$ cat config.mk
export PLATFORM = sky130hd
export DESIGN_NAME = opsteer_top
export DESIGN_NICKNAME = d
export VERILOG_FILES = /design/src/rtl/opsteer_pkg.sv /design/src/rtl/opsteer_bsel.sv /design/src/rtl/opsteer_route.sv /design/src/rtl/opsteer_outreg.sv /design/src/rtl/opsteer_top.sv
export SDC_FILE = /design/constraint.sdc
export NUM_CORES = 1
export LEC_CHECK = 0
export BUFFER_PORTS_ARGS = -buffer_cell sky130_fd_sc_hd__buf_4
export CAP_MARGIN = 30
export CORE_MARGIN = 10
export CORE_UTILIZATION = 40
export DETAILED_ROUTE_END_ITERATION = 6
export PLACE_DENSITY = 0.72
export SETUP_SLACK_MARGIN = 0.4
export SLEW_MARGIN = 20
export SYNTH_ARGS = -nofsm -noshare
export SYNTH_HDL_FRONTEND = slang
export SYNTH_HIERARCHICAL = 1
export SYNTH_SLANG_ARGS = --single-unit
export TNS_END_PERCENT = 50
$ cat constraint.sdc
create_clock -name clk -period 2.9 [get_ports clk]
set_input_delay 0.145 -clock clk [delete_from_list [all_inputs] [get_ports clk]]
set_output_delay 0.145 -clock clk [all_outputs]
set_load 0.05 [all_outputs]
$ cat src/rtl/opsteer_pkg.sv
package opsteer_pkg;

  typedef enum logic [1:0] {
    GRP_ADD   = 2'b00,
    GRP_LOGIC = 2'b01,
    GRP_ROT   = 2'b10,
    GRP_RSVD  = 2'b11
  } grp_e;

  function automatic logic is_two_op(input grp_e g);
    return (g == GRP_LOGIC) || (g == GRP_ROT);
  endfunction

endpackage

$ cat src/rtl/opsteer_bsel.sv
module opsteer_bsel #(
  parameter int DATA_W = 64,
  parameter int IMM_W  = 16
) (
  input  logic [DATA_W-1:0] r2_val,
  input  logic              r2_ok,
  input  logic [IMM_W-1:0]  imm_val,
  input  logic              imm_ok,
  input  logic              imm_zext,
  output logic [DATA_W-1:0] b_val
);
  localparam int PAD_W = DATA_W - IMM_W;

  logic              fill_bit;
  logic [DATA_W-1:0] imm_ext;

  always_comb begin
    fill_bit = imm_zext ? 1'b0 : imm_val[IMM_W-1];
    imm_ext  = {{PAD_W{fill_bit}}, imm_val};
  end

  // Immediate has priority; no legal form supplies both.
  always_comb begin
    if (imm_ok)     b_val = imm_ext;
    else if (r2_ok) b_val = r2_val;
    else            b_val = '0;
  end

endmodule

$ cat src/rtl/opsteer_route.sv
module opsteer_route
  import opsteer_pkg::*;
#(
  parameter int DATA_W = 64,
  parameter bit A_OR   = 1'b1
) (
  input  grp_e              grp,
  input  logic [DATA_W-1:0] r1_val,
  input  logic              r1_ok,
  input  logic [DATA_W-1:0] r3_val,
  input  logic              r3_ok,
  input  logic [DATA_W-1:0] b_in,
  output logic [DATA_W-1:0] a_out,
  output logic [DATA_W-1:0] b_out,
  output logic [DATA_W-1:0] c_out,
  output logic              conflict,
  output logic              illegal
);
  logic [DATA_W-1:0] r1_g, r3_g, two_a;

  always_comb begin
    r1_g = {DATA_W{r1_ok}} & r1_val;
    r3_g = {DATA_W{r3_ok}} & r3_val;
  end

  generate
    if (A_OR) begin : g_a_or
      always_comb two_a = r3_g | r1_g;
    end else begin : g_a_mux
      always_comb two_a = r3_ok ? r3_val : r1_g;
    end
  endgenerate

  always_comb begin
    a_out    = '0;
    b_out    = '0;
    c_out    = '0;
    conflict = 1'b0;
    illegal  = 1'b0;
    unique case (grp)
      GRP_ADD: begin
        a_out = r1_g;
        b_out = b_in;
        c_out = r3_g;
      end
      GRP_LOGIC, GRP_ROT: begin
        a_out    = two_a;
        b_out    = b_in;
        conflict = r1_ok & r3_ok;
      end
      default: illegal = 1'b1;
    endcase
  end

endmodule

$ cat src/rtl/opsteer_outreg.sv
module opsteer_outreg #(
  parameter int DATA_W = 64,
  parameter int GRP_W  = 2
) (
  input  logic              clk,
  input  logic              rst,
  input  logic              in_valid,
  input  logic              out_ready,
  input  logic [DATA_W-1:0] d_a,
  input  logic [DATA_W-1:0] d_b,
  input  logic [DATA_W-1:0] d_c,
  input  logic [GRP_W-1:0]  d_grp,
  input  logic              d_conflict,
  input  logic              d_illegal,
  output logic              q_valid,
  output logic [DATA_W-1:0] q_a,
  output logic [DATA_W-1:0] q_b,
  output logic [DATA_W-1:0] q_c,
  output logic [GRP_W-1:0]  q_grp,
  output logic              q_conflict,
  output logic              q_illegal
);
  logic load;
  assign load = in_valid & out_ready;

  always_ff @(posedge clk) begin
    if (rst)            q_valid <= 1'b0;
    else if (out_ready) q_valid <= in_valid;
  end

  always_ff @(posedge clk) begin
    if (load) begin
      q_a        <= d_a;
      q_b        <= d_b;
      q_c        <= d_c;
      q_grp      <= d_grp;
      q_conflict <= d_conflict;
      q_illegal  <= d_illegal;
    end
  end


  reset_clears_valid_chk: assert property (@(posedge clk) rst |=> !q_valid);


  stall_holds_chk: assert property (@(posedge clk) disable iff (rst)
    (q_valid && !out_ready) |=> (q_valid && $stable(q_a) && $stable(q_b) && $stable(q_c)
                                 && $stable(q_grp) && $stable(q_conflict)));

endmodule

$ cat src/rtl/opsteer_top.sv
module opsteer_top
  import opsteer_pkg::*;
#(
  parameter int DATA_W = 64,
  parameter int IMM_W  = 16,
  parameter bit A_OR   = 1'b1
) (
  input  logic              clk,
  input  logic              rst,
  input  logic              in_valid,
  output logic              in_ready,
  input  logic [1:0]        grp,
  input  logic [DATA_W-1:0] r1_val,
  input  logic              r1_ok,
  input  logic [DATA_W-1:0] r2_val,
  input  logic              r2_ok,
  input  logic [DATA_W-1:0] r3_val,
  input  logic              r3_ok,
  input  logic [IMM_W-1:0]  imm_val,
  input  logic              imm_ok,
  input  logic              imm_zext,
  output logic              err_now,
  input  logic              out_ready,
  output logic              out_valid,
  output logic [DATA_W-1:0] out_a,
  output logic [DATA_W-1:0] out_b,
  output logic [DATA_W-1:0] out_c,
  output logic [1:0]        out_grp,
  output logic              out_conflict,
  output logic              out_illegal
);
  logic [DATA_W-1:0] b_sel, a_rt, b_rt, c_rt;
  logic              conf_rt, ill_rt;
  grp_e              grp_c;

  assign grp_c    = grp_e'(grp);
  assign in_ready = out_ready;
  assign err_now  = in_valid & conf_rt;

  opsteer_bsel #(.DATA_W(DATA_W), .IMM_W(IMM_W)) bsel_i (
    .r2_val(r2_val), .r2_ok(r2_ok), .imm_val(imm_val), .imm_ok(imm_ok),
    .imm_zext(imm_zext), .b_val(b_sel)
  );

  opsteer_route #(.DATA_W(DATA_W), .A_OR(A_OR)) route_i (
    .grp(grp_c), .r1_val(r1_val), .r1_ok(r1_ok), .r3_val(r3_val), .r3_ok(r3_ok),
    .b_in(b_sel), .a_out(a_rt), .b_out(b_rt), .c_out(c_rt),
    .conflict(conf_rt), .illegal(ill_rt)
  );

  opsteer_outreg #(.DATA_W(DATA_W), .GRP_W(2)) outreg_i (
    .clk(clk), .rst(rst), .in_valid(in_valid), .out_ready(out_ready),
    .d_a(a_rt), .d_b(b_rt), .d_c(c_rt), .d_grp(grp), .d_conflict(conf_rt),
    .d_illegal(ill_rt), .q_valid(out_valid), .q_a(out_a), .q_b(out_b),
    .q_c(out_c), .q_grp(out_grp), .q_conflict(out_conflict), .q_illegal(out_illegal)
  );


  rsvd_flag_chk: assert property (@(posedge clk) disable iff (rst)
    (in_valid && out_ready && grp == 2'b11) |=> (out_valid && out_illegal));


  rsvd_zero_chk: assert property (@(posedge clk) disable iff (rst)
    (out_valid && out_illegal) |-> (out_a == '0 && out_b == '0 && out_c == '0));


  conflict_carry_chk: assert property (@(posedge clk) disable iff (rst)
    (err_now && out_ready) |=> (out_valid && out_conflict &&
                                out_a == ($past(r1_val) | $past(r3_val))));


  conflict_group_chk: assert property (@(posedge clk) disable iff (rst)
    err_now |-> (r1_ok && r3_ok && (grp == 2'b01 || grp == 2'b10)));

endmodule

==> impl_metrics.yaml, run 1 <==
worst_setup_path:
  worstPathBufferInverterCount: 4
  critical_path.startpoint_type: "input port"
  worstSetupEndpointType: "output port"
  path_cells: "dlygate4sd3_1 -> buf_4 -> inv_1 -> ha_1 -> and3_1 -> and2_1 -> buf_4"
  crit_type: "input port to output port"
  cp_slowest_stage_delay_ps: 550
  crit_top_cell: "buf_4"
  worstPathRequired_ps: 2760
  cpMaxStageDelayCell: "dlygate4sd3_1"
  arrival_ps: 1840
  critPathMaxFanout: 5
  critical_path.top_delay_family: "buffers and inverters"
synthesis:
  netlist_area_um2: 9220
  synth_edf_count: 196
  synthFlopType: "edfxtp_1"
  ys_seq_area_frac: 0.641
  synth_area_leader_cell: "edfxtp_1"
  post-synth-top-count-cell: "edfxtp_1"
  synth_top_area_frac: 0.639
  ys_types: 25
  ys_top_cells_by_count: "edfxtp_1 (196), inv_1 (128), and3_1 (65), nor2b_1 (65), o32ai_2 (60)"
  async_reset_ff_frac: 0
  syn_nets: 874
  syn_inst: 652
  ys_warn_count: 6
  ys_ff_latch: 197
  synth.area.top_cells: "edfxtp_1 (64%), o32ai_2 (11%), inv_1 (5.2%), and3_1 (4.4%), nor2b_1 (4.4%)"
  synth.avg_cell_area_um2: 14.1
sta:
  final-setup-viol-count: 0
  hold_violations: 0
  rsz0062_at_grt: "no"
  fmax_ghz: 0.503
  fin_tns_setup_ps: 0
  layout_setup_ws_ps: 914
  min_period_ps: 1990
  fin_crit_sh: 0.685
  worstMarginPinSlew_ps: 803
  relSlewSlack: 0.464
  skew_ps: 0
  finalMaxSlewViolations: 0
floorplanning:
  initial_core_util: 0.407
  die_h_um: 172
  pin_count: 418
  core_area_um2: 22600
  rows: 55
  dieArea_um2: 29500
  fp.dieW_um: 172
detailed_routing:
  drc: 0
  vias: 6744
  routedWlPerCell_um: 22.5
  wirelength_um: 30600
  firstDrtPassIters: 4
  ant_nets: 0
  avgViaCountPerCell: 4.97
  drtIter0Drc: 361
pwr:
  power_frac_comb: 0.237
  leakage_nw: 6.03
  p_seq_frac: 0.448
  internal-power_mw: 5.22
  swShare: 0.314
  power.share.clock: 0.314
  p_sw_mw: 2.39
  vdd_drop_max_mv: 0.330
  power_density_nw_per_um2: 578
global_routing:
  overflow: 0
  grt_pass1_vias: 7120
  busiest_layer: "met2"
  antenna_found_initial: 4
  grt_max_degree: 67
  grt_use_met1: 0.197
  grt_pass1_wl_um: 43600
  grt_usage: 0.197
  globalRouteMet2Util: 0.348
  grt_util_met3: 0.101
place:
  portBuffers: 417
  gp_congestion: 0.784
  dp_slack_ps: 1100
  place_hpwl_um: 23200
min_path:
  hold_class: "input port to flip-flop"
cells_and_area:
  nFillCells: 1877
  drive_above_1_share: 0.500
  finalNetCount: 1276
  syn2layout_area_growth_pct: 42.9
clock_tree:
  hold_buffers: 4
  insertion_delay_ps: 430
  cts_made_buffers: 17
  clk_root_buffer_cell: "clkbuf_16"
  cts_resized: 0
  cts_tree: "built"
  cts_setup_buffers: 0
  htreeDepth: 4
  clockBufferDepth: 2
  clock_sinks: 197
  cts.clk_slew.worst_paths_ps: 70
run_status:
  outcome: "completed"
flow_run:
  cap_violations: 0
metrics by stage:
step	instances	hold WS, ps	instance area [µm²]	utilization	power, mW
2_1_floorplan	652	217	9220	-	4.62
3_3_place_gp	1316	305	12500	0.553	5.28
3_5_place_dp	1316	305	12500	0.553	5.30
4_1_cts	1352	6.76	13200	0.581	7.69
5_1_grt	1356	4.38	13200	0.582	7.89
6_report	1356	27.3	13200	0.582	7.62
layout by cell type, fill, tap and decap left out, drive strengths merged, types with 2 or more instances in the layout:
cell type,n
nor2b,65
a22o,16
buf,435
clkinv,4
inv,136
o32ai,63
clkbuf,18
ha,3
and3,65
a21o,48
and2,2
dlygate4sd3,4
edfxtp,196
nor2,2
diode,4
flip-flops by register name (all words and copies together) (netlist names):
| name | count |
|---|---|
| outreg_i/q_conflict | 1 |
| outreg_i/q_grp | 2 |
| outreg_i/q_illegal | 1 |
| outreg_i/q_valid | 1 |
| outreg_i/q_b | 64 |
| outreg_i/q_c | 64 |
| outreg_i/q_a | 64 |
worst reg2reg max path, cell delays in order (launching register included):
cell           delay, ps
dfxtp_1              320
mux2i_1              130
nor2_1                50
dlygate4sd3_1        560
kinds of logic after synthesis:
group,count (synthesis),share of synthesized area
buffers and inverters,184,0.0949
adders and majority gates,3,0.00407
muxes,1,0.00109
and+or+nand+nor,138,0.0948
DFF,197,0.641
AOI/OAI and AO/OA,129,0.164
final timing paths:
check,startpoint,endpoint,slack [ps],depth (start not counted)
setup / recovery,grp[1],err_now,910,7
setup reg to reg,outreg_i/q_valid$_SDFFE_PP0P_,outreg_i/q_valid$_SDFFE_PP0P_,1740,3
hold reg to reg,outreg_i/q_valid$_SDFFE_PP0P_,outreg_i/q_valid$_SDFFE_PP0P_,1070,3
hold / removal,r3_val[58],outreg_i/q_c[58]$_DFFE_PP_,30,2
power groups by stage:
| stage | Clock (mW) | Combinational [mW] | Sequential, mW |
|---|---|---|---|
| 3_3_place_gp | 0 | 1.80 | 3.47 |
| 5_1_grt | 2.56 | 1.90 | 3.43 |
| 4_1_cts | 2.44 | 1.83 | 3.42 |
| 6_report | 2.39 | 1.81 | 3.41 |
| 2_1_floorplan | 0 | 0.467 | 4.15 |
| 3_5_place_dp | 0 | 1.82 | 3.48 |
cell type report:
cell class	count	area [µm²]	share of cell area
diodes	4	10.0	0.000760
clock buffers	18	429	0.0326
clock inverters	14	159	0.0121
inverters	128	480	0.0365
multi-input cells	271	2460	0.187
flip-flops and latches	197	5910	0.449
well taps	285	357	0.0271
repair buffers	439	3370	0.256
routing by layer:
layer,routed length (µm),vias to the layer above
met5,0,-
met4,621,0
met3,4010,31
met2,15700,328
met1,10300,3249
li1,-,3136
No activity file was read; power rests on OpenSTA's default activity.
==> run 2, diff against run 1 <==
- PLACE_DENSITY: 0.72 -> 0.69
- clock period: 2.9 -> 2 ns (I/O delays scaled with it)
==> run 2 against run 1 <==
  * Worst setup slack worse by 230 ps
  * Sequential cell count unchanged
  * Largest cell class unchanged
  * Highest routed layer unchanged
  * Via count up 3.9%
  * Critical endpoint is now outreg_i/q_b[7]$_DFFE_PP_
  * Register-to-register slack worse by 900 ps
  * First-iteration DRC count up 38%
  * Sequential power up 45%
==> impl_metrics.yaml, run 2 (synthesis results as in run 1) <==
detailed_routing:
  vias: 7004
  wirelength_um: 31900
  ant_nets: 0
  drc: 0
  avgViaCountPerCell: 4.96
  firstDrtPassIters: 5
  drtIter0Drc: 497
  routedWlPerCell_um: 22.6
cells_and_area:
  syn2layout_area_growth_pct: 49.4
  nFillCells: 1796
  drive_above_1_share: 0.471
  finalNetCount: 1334
  fin_area_um2: 13800
  final_common_cell: "buf_4"
  final_cell_mix: "buf_4 (424), edfxtp_1 (196), inv_1 (128), and3_1 (65)"
  reg_top3: "outreg_i/q_a x64, outreg_i/q_b x64, outreg_i/q_c x64"
sta:
  worstMarginPinSlew_ps: 738
  relSlewSlack: 0.507
  finalMaxSlewViolations: 0
  fmax_ghz: 0.758
  rsz0062_at_grt: "no"
  hold_violations: 0
  fin_tns_setup_ps: 0
  layout_setup_ws_ps: 680
  final-setup-viol-count: 0
  fin_crit_sh: 0.660
  hold_slack_ps: 10.8
  min_period_ps: 1320
  skew_ps: 0
pwr:
  power_frac_comb: 0.248
  p_sw_mw: 3.51
  finalPower_mw: 11.0
  swShare: 0.318
  power.share.clock: 0.303
  vdd_drop_max_mv: 0.500
  leakage_nw: 6.27
  power_density_nw_per_um2: 801
  p_seq_frac: 0.449
  internal-power_mw: 7.53
worst_setup_path:
  reg2reg_to: "outreg_i/q_valid$_SDFFE_PP0P_"
  worstReg2RegStart: "outreg_i/q_valid$_SDFFE_PP0P_"
  rr_worst_depth: 3
  worstSetupEndpointType: "flip-flop"
  cp-endpoint: "outreg_i/q_b[7]$_DFFE_PP_"
  crit_type: "input port to flip-flop"
  critical_path.startpoint_type: "input port"
  worstPathRequired_ps: 2280
  path_cells: "buf_4 -> nor2b_4 -> buf_4 -> a22o_1 -> nor2b_1"
  cp_slowest_stage_delay_ps: 590
  critPathMaxFanout: 33
  crit_top_cell: "buf_4"
  cpMaxStageDelayCell: "nor2b_4"
  reg2reg_slack_ps: 840
  crit_path_start: "imm_ok"
  arrival_ps: 1600
floorplanning:
  core_area_um2: 22600
  initial_core_util: 0.407
  dieArea_um2: 29500
  die_h_um: 172
  rows: 55
  pin_count: 418
  fp.dieW_um: 172
clock_tree:
  cts_tree: "built"
  cts_resized: 0
  clockBufferDepth: 2
  cts_setup_buffers: 0
  htreeDepth: 4
  hold_buffers: 63
  cts_made_buffers: 17
  clock_sinks: 197
  clk_root_buffer_cell: "clkbuf_16"
  insertion_delay_ps: 430
  cts.clk_slew.worst_paths_ps: 80
place:
  portBuffers: 417
  dp_slack_ps: 233
  placed_area_um2: 12600
  gp_congestion: 0.784
  place_hpwl_um: 23100
global_routing:
  grt_usage: 0.204
  grt_pass1_vias: 7387
  grt_pass1_wl_um: 45300
  grt_max_degree: 67
  overflow: 0
  antenna_found_initial: 2
run_status:
  outcome: "completed"
min_path:
  hold_class: "input port to flip-flop"
flow_run:
  cap_violations: 0
[run 2: changes by cell type in the layout (fill, tap and decap cells not counted), sizes merged]
cell         change
dlygate4sd3     +60
buf              -2
diode            -2
bufinv           -1
clkinv           +1
clkinvlp         +1
inv              -1
[run 2: stage by stage]
| step | instances | util |
|---|---|---|
| 3_3_place_gp | 1314 | 0.555 |
| 5_1_grt | 1412 | 0.608 |
| 2_1_floorplan | 652 | - |
| 3_5_place_dp | 1314 | 0.555 |
| 6_report | 1412 | 0.608 |
| 4_1_cts | 1409 | 0.608 |
[run 2: area by class of cell]
type / count / area, µm² / share of cell area
multi-input cells: 271 / 2460 / 0.178
inverters: 128 / 480 / 0.0349
well taps: 285 / 357 / 0.0259
diodes: 2 / 5.00 / 0.000363
flip-flops and latches: 197 / 5910 / 0.429
clock inverters: 14 / 135 / 0.00981
repair buffers: 497 / 4000 / 0.291
clock buffers: 18 / 429 / 0.0312
[run 2: how the worst min path moves through the flow]
stage / cells after the start / startpoint / endpoint / slack, ps
floorplan: 1 / rst / outreg_i/q_valid$_SDFFE_PP0P_ / 170
global placement: 2 / rst / outreg_i/q_valid$_SDFFE_PP0P_ / 290
detailed placement: 2 / rst / outreg_i/q_valid$_SDFFE_PP0P_ / 290
CTS: 3 / r3_val[2] / outreg_i/q_a[2]$_DFFE_PP_ / 0.3
global route: 2 / r3_val[2] / outreg_i/q_c[2]$_DFFE_PP_ / 4
finish: 3 / r3_val[2] / outreg_i/q_a[2]$_DFFE_PP_ / 10
[run 2: worst max-delay path, delay by kind of cell]
kind	cells	cell delay (ps)
simple gates	2	720
buf+inv	2	580
compound gates	1	180
[run 2: power by group through the flow]
stage / Combinational (mW) / Sequential, mW / Clock, mW
final: 2.74 / 4.95 / 3.34
after global routing: 2.88 / 4.98 / 3.57
after CTS: 2.76 / 4.95 / 3.42
after detailed placement: 2.65 / 5.05 / 0
after global placement: 2.63 / 5.04 / 0
after floorplan: 0.678 / 6.02 / 0
[run 2: routing by layer]
layer	share of wire	GRT usage
met2	0.51	0.354
met4	0.014	0.0566
met3	0.12	0.0878
met1	0.36	0.223
met5	0	0
==> run 3, diff against run 2 <==
- PLACE_DENSITY: 0.69 -> 0.72
- clock period: 2 -> 1.1 ns (I/O delays scaled with it)
==> run 3 against run 2 <==
  * The flow now finishes with violations (hold timing, setup timing)
  * Total power up 94%
  * Combinational power up 110%
  * Core utilization grew 8.7 points
  * Wire length rose by 7.2%
  * Via count is 4.5% higher
  * Non-clock buffer count rose by 31
  * Die area did not move
  * Cell area up 14%
  * Clock power rose by 91%
  * Cell count up 2.1%
  * Sequential share of layout area fell by 5.4 points
  * Critical endpoint is now out_a[5]
  * Highest routed layer unchanged
==> impl_metrics.yaml, run 3 (synthesis results as in run 1) <==
floorplanning:
  fp.dieW_um: 172
  initial_core_util: 0.407
  die_h_um: 172
  dieArea_um2: 29500
  core_area_um2: 22600
  pin_count: 418
  rows: 55
global_routing:
  grt_usage: 0.215
  overflow: 0
  antenna_found_initial: 1
  grt_pass1_vias: 7831
  grt_pass1_wl_um: 47800
  grt_max_degree: 64
pwr:
  power_density_nw_per_um2: 1360
  power_frac_comb: 0.275
  leakage_nw: 6.95
  internal-power_mw: 14.6
  vdd_drop_max_mv: 0.832
  finalPower_mw: 21.4
  swShare: 0.317
  power.share.clock: 0.298
  p_sw_mw: 6.78
  p_seq_frac: 0.426
run_status:
  violations: "hold timing, setup timing"
  outcome: "complete, but fails checks"
cells_and_area:
  seq_area_um2: 5910
  final_cell_mix: "buf_4 (249), buf_6 (205), edfxtp_1 (196), inv_1 (126), nor2b_1 (63)"
  nFillCells: 1432
  final_common_cell: "buf_4"
  reg_top3: "outreg_i/q_a x64, outreg_i/q_b x64, outreg_i/q_c x64"
  syn2layout_area_growth_pct: 70.8
  drive_above_1_share: 0.553
  utilization: 0.695
  finalNetCount: 1365
  multiInputGateArea_um2: 3170
  instances_no_fill: 1442
detailed_routing:
  routedWlPerCell_um: 23.7
  vias: 7318
  drc: 0
  firstDrtPassIters: 5
  wirelength_um: 34200
  avgViaCountPerCell: 5.07
  drtIter0Drc: 564
  ant_nets: 0
sta:
  hold_violations: 2
  fin_crit_sh: 1.05
  layout_setup_ws_ps: -50.1
  hold_slack_ps: -10.8
  relSlewSlack: 0.627
  finalMaxSlewViolations: 0
  rsz0062_at_grt: "yes"
  skew_ps: 0
  worstMarginPinSlew_ps: 560
  min_period_ps: 1150
  fmax_ghz: 0.869
  final-setup-viol-count: 2
  fin_tns_setup_ps: -51.5
worst_setup_path:
  crit_type: "flip-flop to output port"
  cp_slowest_stage_delay_ps: 470
  arrival_ps: 1100
  critical_path.top_delay_family: "flip-flops"
  critical_path.startpoint_type: "flip-flop"
  critPathMaxFanout: 1
  worstSetupEndpointType: "output port"
  cpMaxStageDelayCell: "edfxtp_1"
  path_cells: "buf_6"
  worstPathRequired_ps: 1040
  worstPathBufferInverterCount: 1
clock_tree:
  clockBufferDepth: 2
  clk_root_buffer_cell: "clkbuf_16"
  cts_made_buffers: 17
  hold_buffers: 68
  cts_setup_buffers: 0
  insertion_delay_ps: 420
  htreeDepth: 4
  cts_tree: "built"
  clock_sinks: 197
  cts.clk_slew.worst_paths_ps: 70
min_path:
  hold_class: "input port to flip-flop"
place:
  gp_congestion: 0.785
  dp_slack_ps: -361
  place_hpwl_um: 23800
  dp.cells: 1341
  portBuffers: 417
flow_run:
  cap_violations: 0
run 3: changes by cell type in the layout (fill, tap and decap cells not counted), sizes merged:
cell,delta
dlymetal6s4s,+22
clkbuf,+1
buf,+44
bufinv,+1
clkinv,+1
inv,-1
dlygate4sd3,-35
diode,-1
clkinvlp,-2
run 3: path summary, 6_finish.rpt:
path	to	depth (start not counted)	start	slack, ps
setup / recovery	out_a[5]	1	outreg_i/q_a[5]$_DFFE_PP_	-50
hold / removal	outreg_i/q_a[57]$_DFFE_PP_	3	r3_val[57]	-10
setup reg to reg	outreg_i/q_valid$_SDFFE_PP0P_	2	outreg_i/q_valid$_SDFFE_PP0P_	490
hold reg to reg	outreg_i/q_valid$_SDFFE_PP0P_	2	outreg_i/q_valid$_SDFFE_PP0P_	530
run 3: layout make-up:
class	count	share of cell area
Timing Repair Buffer	528	0.331
Antenna cell	1	0.000159
Clock inverter	13	0.0103
Inverter	128	0.0316
Clock buffer	19	0.0275
Multi-Input combinational cell	271	0.201
Sequential cell	197	0.375
Tap cell	285	0.0227
run 3: metal layers:
metal / wire [µm] / vias up / global-route usage
met5: 0 / - / 0
li1: - / 3329 / -
met3: 3790 / 48 / 0.0940
met4: 802 / 0 / 0.0603
met2: 18200 / 354 / 0.382
met1: 11400 / 3587 / 0.226
run 3: power groups by stage:
stage	clock network (mW)	registers, mW	logic (mW)
2_1_floorplan	0	10.9	1.23
3_3_place_gp	0	9.16	4.92
3_5_place_dp	0	9.17	4.96
4_1_cts	6.47	9.11	5.59
5_1_grt	6.79	9.16	6.15
6_report	6.38	9.12	5.89
run 3: repair_timing:
item	4_1_cts	5_1_grt
gates resized for setup	239	127
endpoints found under the setup margin	376	338
hold endpoints to repair	145	4
pin swaps	70	121
run 3: stage by stage:
step | hold slack, ps | cell area, µm²
2_1_floorplan | 127 | 9220
3_3_place_gp | 215 | 12900
3_5_place_dp | 222 | 12900
4_1_cts | -25.2 | 15100
5_1_grt | -27.4 | 15700
6_report | -10.8 | 15700
